$ cat config.mk
export PLATFORM = sky130hd
export DESIGN_NAME = disp_cmd_seq
export DESIGN_NICKNAME = d
export VERILOG_FILES = /design/src/rtl/disp_seq_pkg.sv /design/src/rtl/disp_cmd_class.sv /design/src/rtl/disp_down_ctr.sv /design/src/rtl/disp_cmd_seq.sv
export SDC_FILE = /design/constraint.sdc
export NUM_CORES = 1
export LEC_CHECK = 0
export CAP_MARGIN = 20
export CORE_UTILIZATION = 58
export DETAILED_ROUTE_END_ITERATION = 16
export GPL_TIMING_DRIVEN = 0
export PLACE_DENSITY = 0.95
export SKIP_LAST_GASP = 1
export SLEW_MARGIN = 40
export SYNTH_ARGS = -nofsm -noshare
export SYNTH_HDL_FRONTEND = slang
export SYNTH_HIERARCHICAL = 1
export SYNTH_SLANG_ARGS = --single-unit
$ cat constraint.sdc
create_clock -name clk_i -period 4.4 [get_ports clk_i]
set_clock_uncertainty 0.05 [all_clocks]
set_input_delay 0.66 -clock clk_i [delete_from_list [all_inputs] [get_ports clk_i]]
set_output_delay 0.66 -clock clk_i [all_outputs]
set_load 0.01 [all_outputs]
$ cat src/rtl/disp_seq_pkg.sv
package disp_seq_pkg;

  localparam int unsigned BUSY_BIT = 7;

  typedef enum logic [2:0] {
    ST_IDLE,
    ST_SETUP,
    ST_PULSE,
    ST_HOLD,
    ST_WAIT,
    ST_DONE
  } seq_st_e;

  typedef enum logic [1:0] {
    CLS_NONE,
    CLS_SHORT,
    CLS_LONG
  } wait_cls_e;

  typedef struct packed {
    logic       rs;
    logic       rw;
    logic [7:0] data;
  } disp_req_t;

endpackage

$ cat src/rtl/disp_cmd_class.sv
module disp_cmd_class
  import disp_seq_pkg::*;
(
  input  logic       rs_i,
  input  logic       rw_i,
  input  logic [7:0] byte_i,
  output wait_cls_e  cls_o
);

  always_comb begin
    if (rw_i) begin
      cls_o = rs_i ? CLS_SHORT : CLS_NONE;   // status read has no execution time
    end else if (rs_i) begin
      cls_o = CLS_SHORT;
    end else if (byte_i == 8'h01 || byte_i[7:1] == 7'h01) begin
      cls_o = CLS_LONG;                      // clear, home
    end else begin
      cls_o = CLS_SHORT;
    end
  end

endmodule

$ cat src/rtl/disp_down_ctr.sv
module disp_down_ctr #(
  parameter int unsigned W = 8
) (
  input  logic         clk_i,
  input  logic         rst_ni,
  input  logic         load_i,
  input  logic [W-1:0] val_i,
  output logic         zero_o
);

  logic [W-1:0] cnt_q;

  always_ff @(posedge clk_i or negedge rst_ni) begin
    if (!rst_ni) begin
      cnt_q <= '0;
    end else if (load_i) begin
      cnt_q <= val_i;
    end else if (cnt_q != '0) begin
      cnt_q <= cnt_q - 1'b1;
    end
  end

  assign zero_o = (cnt_q == '0);

endmodule

$ cat src/rtl/disp_cmd_seq.sv
module disp_cmd_seq
  import disp_seq_pkg::*;
#(
  parameter int unsigned EN_CYC    = 12,
  parameter int unsigned SHORT_CYC = 1850,
  parameter int unsigned LONG_CYC  = 76000,
  parameter int unsigned POLL_MAX  = 255
) (
  input  logic       clk_i,
  input  logic       rst_ni,
  input  logic       poll_mode_i,
  input  logic       req_valid_i,
  output logic       req_ready_o,
  input  logic       req_rs_i,
  input  logic       req_rw_i,
  input  logic [7:0] req_data_i,
  output logic       done_o,
  output logic       rsp_valid_o,
  output logic [7:0] rsp_data_o,
  output logic       err_o,
  output logic       lcd_rs_o,
  output logic       lcd_rw_o,
  output logic       lcd_en_o,
  output logic [7:0] lcd_db_o,
  output logic       lcd_db_oe_o,
  input  logic [7:0] lcd_db_i
);

  localparam int unsigned CNT_W  = $clog2(LONG_CYC + SHORT_CYC + EN_CYC + 1);
  localparam int unsigned POLL_W = $clog2(POLL_MAX + 1);

  seq_st_e           state_q, st_d;
  disp_req_t         req_q;
  wait_cls_e         cls;
  logic              poll_q, polling_q, stat_busy_q, err_q, bus_rs_q, bus_rw_q;
  logic [POLL_W-1:0] poll_cnt_q;
  logic [7:0]        rsp_q;
  logic              ctr_load, ctr_zero, accept, poll_start, poll_again, timeout, capture;
  logic [CNT_W-1:0]  ctr_val;

  disp_cmd_class u_class (
    .rs_i   (req_q.rs),
    .rw_i   (req_q.rw),
    .byte_i (req_q.data),
    .cls_o  (cls)
  );

  disp_down_ctr #(.W(CNT_W)) u_ctr (
    .clk_i  (clk_i),
    .rst_ni (rst_ni),
    .load_i (ctr_load),
    .val_i  (ctr_val),
    .zero_o (ctr_zero)
  );

  assign capture = (state_q == ST_PULSE) && ctr_zero;

  always_comb begin
    st_d       = state_q;
    ctr_load   = 1'b0;
    ctr_val    = '0;
    accept     = 1'b0;
    poll_start = 1'b0;
    poll_again = 1'b0;
    timeout    = 1'b0;
    unique case (state_q)
      ST_IDLE: begin
        if (req_valid_i) begin
          accept = 1'b1;
          st_d   = ST_SETUP;
        end
      end
      ST_SETUP: begin
        ctr_load = 1'b1;
        ctr_val  = CNT_W'(EN_CYC - 1);
        st_d     = ST_PULSE;
      end
      ST_PULSE: begin
        if (ctr_zero) st_d = ST_HOLD;
      end
      ST_HOLD: begin
        if (polling_q) begin
          if (!stat_busy_q) begin
            st_d = ST_DONE;
          end else if (poll_cnt_q == POLL_W'(POLL_MAX)) begin
            timeout = 1'b1;
            st_d    = ST_DONE;
          end else begin
            poll_again = 1'b1;
            st_d       = ST_SETUP;
          end
        end else if (poll_q) begin
          poll_start = 1'b1;
          st_d       = ST_SETUP;
        end else begin
          unique case (cls)
            CLS_LONG: begin
              ctr_load = 1'b1;
              ctr_val  = CNT_W'(LONG_CYC - 1);
              st_d     = ST_WAIT;
            end
            CLS_SHORT: begin
              ctr_load = 1'b1;
              ctr_val  = CNT_W'(SHORT_CYC - 1);
              st_d     = ST_WAIT;
            end
            default: st_d = ST_DONE;
          endcase
        end
      end
      ST_WAIT: begin
        if (ctr_zero) st_d = ST_DONE;
      end
      ST_DONE: st_d = ST_IDLE;
      default: st_d = ST_IDLE;
    endcase
  end

  always_ff @(posedge clk_i or negedge rst_ni) begin
    if (!rst_ni) begin
      state_q     <= ST_IDLE;
      req_q       <= '0;
      poll_q      <= 1'b0;
      polling_q   <= 1'b0;
      poll_cnt_q  <= '0;
      stat_busy_q <= 1'b0;
      rsp_q       <= '0;
      err_q       <= 1'b0;
      bus_rs_q    <= 1'b0;
      bus_rw_q    <= 1'b0;
    end else begin
      state_q <= st_d;
      if (accept) begin
        req_q      <= '{rs: req_rs_i, rw: req_rw_i, data: req_data_i};
        poll_q     <= poll_mode_i;
        polling_q  <= 1'b0;
        poll_cnt_q <= '0;
        err_q      <= 1'b0;
        bus_rs_q   <= req_rs_i;
        bus_rw_q   <= req_rw_i;
      end
      if (poll_start || poll_again) begin
        bus_rs_q  <= 1'b0;
        bus_rw_q  <= 1'b1;
        polling_q <= 1'b1;
      end
      if (capture) begin
        if (polling_q) begin
          stat_busy_q <= lcd_db_i[BUSY_BIT];
          poll_cnt_q  <= poll_cnt_q + 1'b1;
        end else if (req_q.rw) begin
          rsp_q <= lcd_db_i;
        end
      end
      if (timeout) err_q <= 1'b1;
      if (state_q == ST_DONE) polling_q <= 1'b0;
    end
  end

  assign req_ready_o = (state_q == ST_IDLE);
  assign done_o      = (state_q == ST_DONE);
  assign rsp_valid_o = done_o && req_q.rw;
  assign rsp_data_o  = rsp_q;
  assign err_o       = err_q;
  assign lcd_rs_o    = bus_rs_q;
  assign lcd_rw_o    = bus_rw_q;
  assign lcd_en_o    = (state_q == ST_PULSE);
  assign lcd_db_o    = req_q.data;
  assign lcd_db_oe_o = !bus_rw_q &&
                       (state_q == ST_SETUP || state_q == ST_PULSE || state_q == ST_HOLD);

endmodule

# == Word-level counts from Yosys, hierarchy flattened ==
# Cells that the tools add are included.
# word_totals
in_bits,22
word_cells,95
ff_bits,52
# classes
eq_ne,13
n_bitwise,1
n_addsub,2
reduce_logical,19
muxes,47
# ops
operator,count
$mux 17,4
$pmux 17 s2,2
$mux 1,26
$mux 8,3
$mux 3,7
$logic_not 17->1,1
$reduce_bool 17->1,1
$sub 17x1->17 const B,1
$pmux 3 s5,1
$add 8x1->8 const B,1
$eq 8x1->1 const B,1
$eq 8x8->1 const B,1
$eq 7x1->1 const B,1
$eq 3x2->1 const B,2
$eq 3x3->1 const B,2
$mux 2,3
$reduce_and 3->1,2
$reduce_bool 2->1,3
$logic_or 1x1->1,4
$ne 2x2->1 const B,2
$eq 3x1->1 const B,1
$logic_and 1x1->1,3
$logic_not 3->1,1
$reduce_bool 3->1,1
other kinds (8),8

# == Longest topological paths before layout ==
# logic_depth
word_depth,12
depth_mapped,10
mapped_depth_nobuf,9

# == Cells and area by module ==
# Netlist, hierarchy kept.
# modules_own_cells
module,n_inst,area_per_inst_um2,cells_per_inst
disp_cmd_seq,1,1769.2,181
disp_down_ctr,1,1033.5,109
disp_cmd_class,1,46.3,6

# == Worst setup path before layout ==
# Ideal clock, no wire load.
# synth_path
kind,register -> register
start,register u_ctr.cnt_q[0]
end,register poll_cnt_q[4]
slack_ps,1470
n_path_buf,2
required_ps,4272
path_stages_with_launch,11
setup_time_ps,78
arrival_ps,2802
path_cell_list,dfrtp_1 -> inv_1 -> ha_1 -> nor4b_1 -> nand2b_1 -> nor3_2 -> buf_2 -> or3b_1 -> buf_6 -> or4_1 -> a21oi_1
# synth_between
elab_chain_len,3
# synth_lines
element,line,rtl
from (decl),disp_down_ctr.sv:11,logic [W-1:0] cnt_q;
from (signal assigned),disp_down_ctr.sv:17,cnt_q <= val_i;
from (signal assigned),disp_down_ctr.sv:19,cnt_q <= cnt_q - 1'b1;
$logic_not 17->1,disp_down_ctr.sv:23,assign zero_o = (cnt_q == '0);
via ctr_zero,disp_cmd_seq.sv:38,"logic ctr_load, ctr_zero, accept, poll_start, poll_again, timeout, capture;"
$logic_and 1x1->1,disp_cmd_seq.sv:56,assign capture = (state_q == ST_PULSE) && ctr_zero;
$mux 8,disp_cmd_seq.sv:147,if (capture) begin
to (signal assigned),disp_cmd_seq.sv:150,poll_cnt_q <= poll_cnt_q + 1'b1;
to (decl),disp_cmd_seq.sv:36,logic [POLL_W-1:0] poll_cnt_q;
# The timed path passes the listed nets, and every way through them passes these cells.
# A chain may end at the register's enable or synchronous reset.

# == Worst setup path in the final report ==
# layout_path
start,register u_ctr.cnt_q[0]
end,"register rsp_q[2], in the netlist rsp_data_o[2]"
# layout_between
elab_chain_len,3
# layout_lines
element,line,rtl
$logic_not 17->1,disp_down_ctr.sv:23,
via ctr_zero,disp_cmd_seq.sv:38,
$logic_and 1x1->1,disp_cmd_seq.sv:56,
$reduce_and 3->1 (no line),--,
to (signal assigned),disp_cmd_seq.sv:152,rsp_q <= lcd_db_i;
to (decl),disp_cmd_seq.sv:37,logic [7:0] rsp_q;
# The timed path passes the listed nets, and every way through them passes these cells.

==> out/results.md <==
| Item | Value |
|---|---|
| Outcome | complete, no violations |
| TNS Setup | 0 ps |
| Startpoint class of the critical path | flip-flop |
| Clock tree root driver cell | clkbuf_8 |
| Peak fanout along the critical path | 13 |
| Post-route clock period utilization | 0.819 |
| Peak supply drop | 381 uV |
| Clock power share | 0.144 |
| Number of cells upsized or downsized after cts | 0 |
| Number of synthesis warnings | 6 |
| Count of antenna-violating nets left after detailed routing | 0 |
| Number of flops mapped to enable cells by yosys | 0 |
| Power density relative to cell area | 581 nW/um^2 |
| Flop-to-flop setup slack | 800 ps |
| Initial antenna violation count | 0 |
| Max-slew violation count | 0 |
| Number of distinct library cells after synthesis | 57 |
| Number of I/O port buffers | 45 |
| Post-layout util | 0.744 |
| Seq/Total Area, Yosys | 0.457 |
| Measured slew at the worst slew-check pin | 782 ps |
| Max clock buf depth | 2 |
| Total count of hold-check failures in the final report | 0 |
| Post-detailed-placement cell area | 3410 um^2 |
| Global-route track usage on met1 | 0.375 |
| Routed wire length per instance | 16.3 um |
| Maximum level of the CTS H-tree | 2 |
| Timing-limited maximum frequency | 0.277 GHz |
| Die Y | 72.1 um |
| Syn-to-layout area delta | 23.3% |
| Seq pwr share | 0.379 |
| First drt pass iteration count | 4 |
| Final setup fails | 0 |
| Ant. Diodes | 0 |
| Worst hold-check path type | input pin to asynchronous set/reset pin |
| Routability cong. | 0.853 |
| Global-route track usage on met3 | 0.0694 |
| CTS clock-pin slew for the worst setup and hold paths | 90 ps |
| Element type at the critical path end | flip-flop |
| Flip-flop and latch count after synthesis | 52 |
| Busiest layer in global routing | met2 |
| Post-route cell area | 3510 um^2 |
| Count of clock tree sinks | 52 |
| Switching power total | 0.830 mW |
| Area inside the core boundary | 4720 um^2 |
| Vias in the first global route | 2,488 |
| Overall die area | 5200 um^2 |
| Post-synth design cell area | 2850 um^2 |
| Total global routing track utilization | 0.286 |
| Drt via density | 5.92 |
| Cell count after synthesis | 296 |
| Standard-cell row count | 25 |
| WS Path Type | flip-flop to flip-flop |
| Crit path DAT | 3750 ps |
| Combinational fraction of design power | 0.477 |
| First-pass GRT wire length | 11,400 um |
| Final routed DRC violation total | 0 |
| Overall overflow remaining after global route | 0 |
| Smallest hold slack | 115 ps |
| Internal power | 1.21 mW |
| Insertion delay to the later sink of the worst-skew pair | 310 ps |
| Post-Route WL | 6790 um |
| Setup repair after global routing missed its margin | false |
| Initial Util | 0.603 |
| Required time at the worst-slack endpoint | 4540 ps |
| CTS tree | built |
| Leak | 1.50 nW |
| Clock buffer count from CTS | 5 |
| Total I/O pin count | 46 |
| Slew Limit Headroom | 0.471 |
| Time the worst path needs with I/O delays and setup | 3600 ps |
| Pin count of the biggest net entering global routing | 45 |
| Post-CTS Setup Inserts | 0 |
| Final nets | 377 |
| Average size of a mapped cell | 9.62 um^2 |
| Width of the die | 72.1 um |
| First-iteration detailed-routing DRC count | 229 |
| DR vias | 2,474 |
| Detailed Place HPWL | 4800 um |
| Filler cells | 321 |
| Most common flop cell mapped by yosys | dfrtp_1 |
| Share of post-route cells with drive strength above 1 | 0.120 |
| Maximum Capacitance Violations | 0 |
| Met2 capacity usage during global routing | 0.441 |
| Async set or reset register ratio after synthesis | 1.00 |
| Logic depth of the worst register-to-register path | 10 |
| Number of hold buffers added after cts | 0 |
| Share of total power consumed by net switching | 0.406 |
-- stage by stage --
| step | setup WS [ps] | std cells | total power [mW] |
|---|---|---|---|
| detailed placement | 910 | 411 | 1.72 |
| global route | 586 | 418 | 2.17 |
| floorplan | 1470 | 298 | 1.38 |
| finish | 795 | 418 | 2.04 |
| CTS | 869 | 418 | 2.03 |
| global placement | 979 | 410 | 1.66 |
-- sequential cells by signal (all words and copies together) (netlist names) --
name         flops
lcd_rs_o         1
rsp_data_o       8
polling_q        1
stat_busy_q      1
req_q            2
state_q          3
err_o            1
poll_q           1
u_ctr/cnt_q     17
lcd_db_o         8
lcd_rw_o         1
poll_cnt_q       8
-- cell usage in the layout (no fill, tap or decap), types with 4 or more instances in the layout --
master and n:
nand2_1 59, dfrtp_1 52, clkdlybuf4s50_1 44, o31ai_1 18
nor2_1 12, inv_1 10, mux2_2 10, xnor2_1 9
buf_4 9, clkbuf_1 8, a21oi_1 8, nor3_1 7
o21ai_0 7, clkbuf_8 7, nand2b_1 5, nor4_1 5
or4_1 5, and3_1 4, nand3_1 4, ha_1 4
-- layer usage --
layer / vias up / wire length [um]
met1: 1188 / 2730
li1: 1153 / -
met4: 0 / 268
met2: 106 / 3350
met5: - / 0
met3: 27 / 444
-- worst max-delay path, cell delays in order, from the launching register on --
cell      delay [ps]
dfrtp_1          400
inv_1            100
ha_1             220
nor4b_1          660
nand2b_1         210
nor3_2           270
buf_2            330
nor3b_1          420
and4_1           250
buf_2            220
mux2_2           360
-- Yosys cell counts, drive strengths merged (2+ instances only) --
cell    count  share of area
nand2      59          0.078
dfrtp      52           0.46
o31ai      19          0.052
buf        13          0.032
nor2       12          0.016
inv        10          0.013
mux2       10          0.040
xnor2       9          0.028
a21oi       8          0.014
clkbuf      8          0.011
nor3        8          0.016
nor4        7          0.023
o21ai       7          0.012
nand2b      5          0.011
or4         5          0.013
and3        4         0.0088
ha          4          0.018
nand3       4         0.0070
nor4b       4          0.017
a21boi      3         0.0079
and2        3         0.0066
and4        3         0.0092
mux2i       3          0.011
nand4       3         0.0066
or3         3         0.0066
xor2        3         0.0092
a31o        2         0.0061
nand4b      2         0.0061
nor3b       2         0.0053
o211ai      2         0.0053
or3b        2         0.0061
or4b        2         0.0083
-- kinds of logic after synthesis --
group	count (synthesis)	synth area share
and+or+nand+nor	133	0.258
DFF	52	0.457
AOI/OAI and AO/OA	50	0.124
buffers and inverters	31	0.0553
muxes	13	0.0501
xor gates and xnor gates	12	0.0369
adders and majority gates	4	0.0176
other	1	0.00132
-- worst paths after layout --
kind,to,from
max,rsp_data_o[2]$_DFFE_PN0P_,u_ctr/cnt_q[0]$_DFFE_PN0P_
min,u_ctr/cnt_q[16]$_DFFE_PN0P_,rst_ni
max reg2reg,rsp_data_o[2]$_DFFE_PN0P_,u_ctr/cnt_q[0]$_DFFE_PN0P_
min reg2reg,lcd_db_o[6]$_DFFE_PN0P_,lcd_db_o[6]$_DFFE_PN0P_
max in group asynchronous,lcd_db_o[3]$_DFFE_PN0P_,rst_ni
min in group clk_i,lcd_db_o[6]$_DFFE_PN0P_,lcd_db_o[6]$_DFFE_PN0P_
-- cell type report --
class	instances	area (um^2)	area share
inverters	10	37.5	0.0107
repair buffers	46	468	0.133
multi-input cells	215	1410	0.400
well taps	67	83.8	0.0239
clock buffers	7	96.3	0.0274
flip-flops and latches	52	1300	0.370
plain buffers	21	120	0.0342
-- power groups by stage --
| stage | registers, mW | clock network (mW) | logic (mW) |
|---|---|---|---|
| floorplan | 0.741 | 0 | 0.639 |
| global placement | 0.763 | 0 | 0.898 |
| detailed placement | 0.770 | 0 | 0.949 |
| CTS | 0.765 | 0.297 | 0.963 |
| global route | 0.794 | 0.313 | 1.07 |
| finish | 0.774 | 0.295 | 0.973 |
Power figures use the tool's default switching activity.
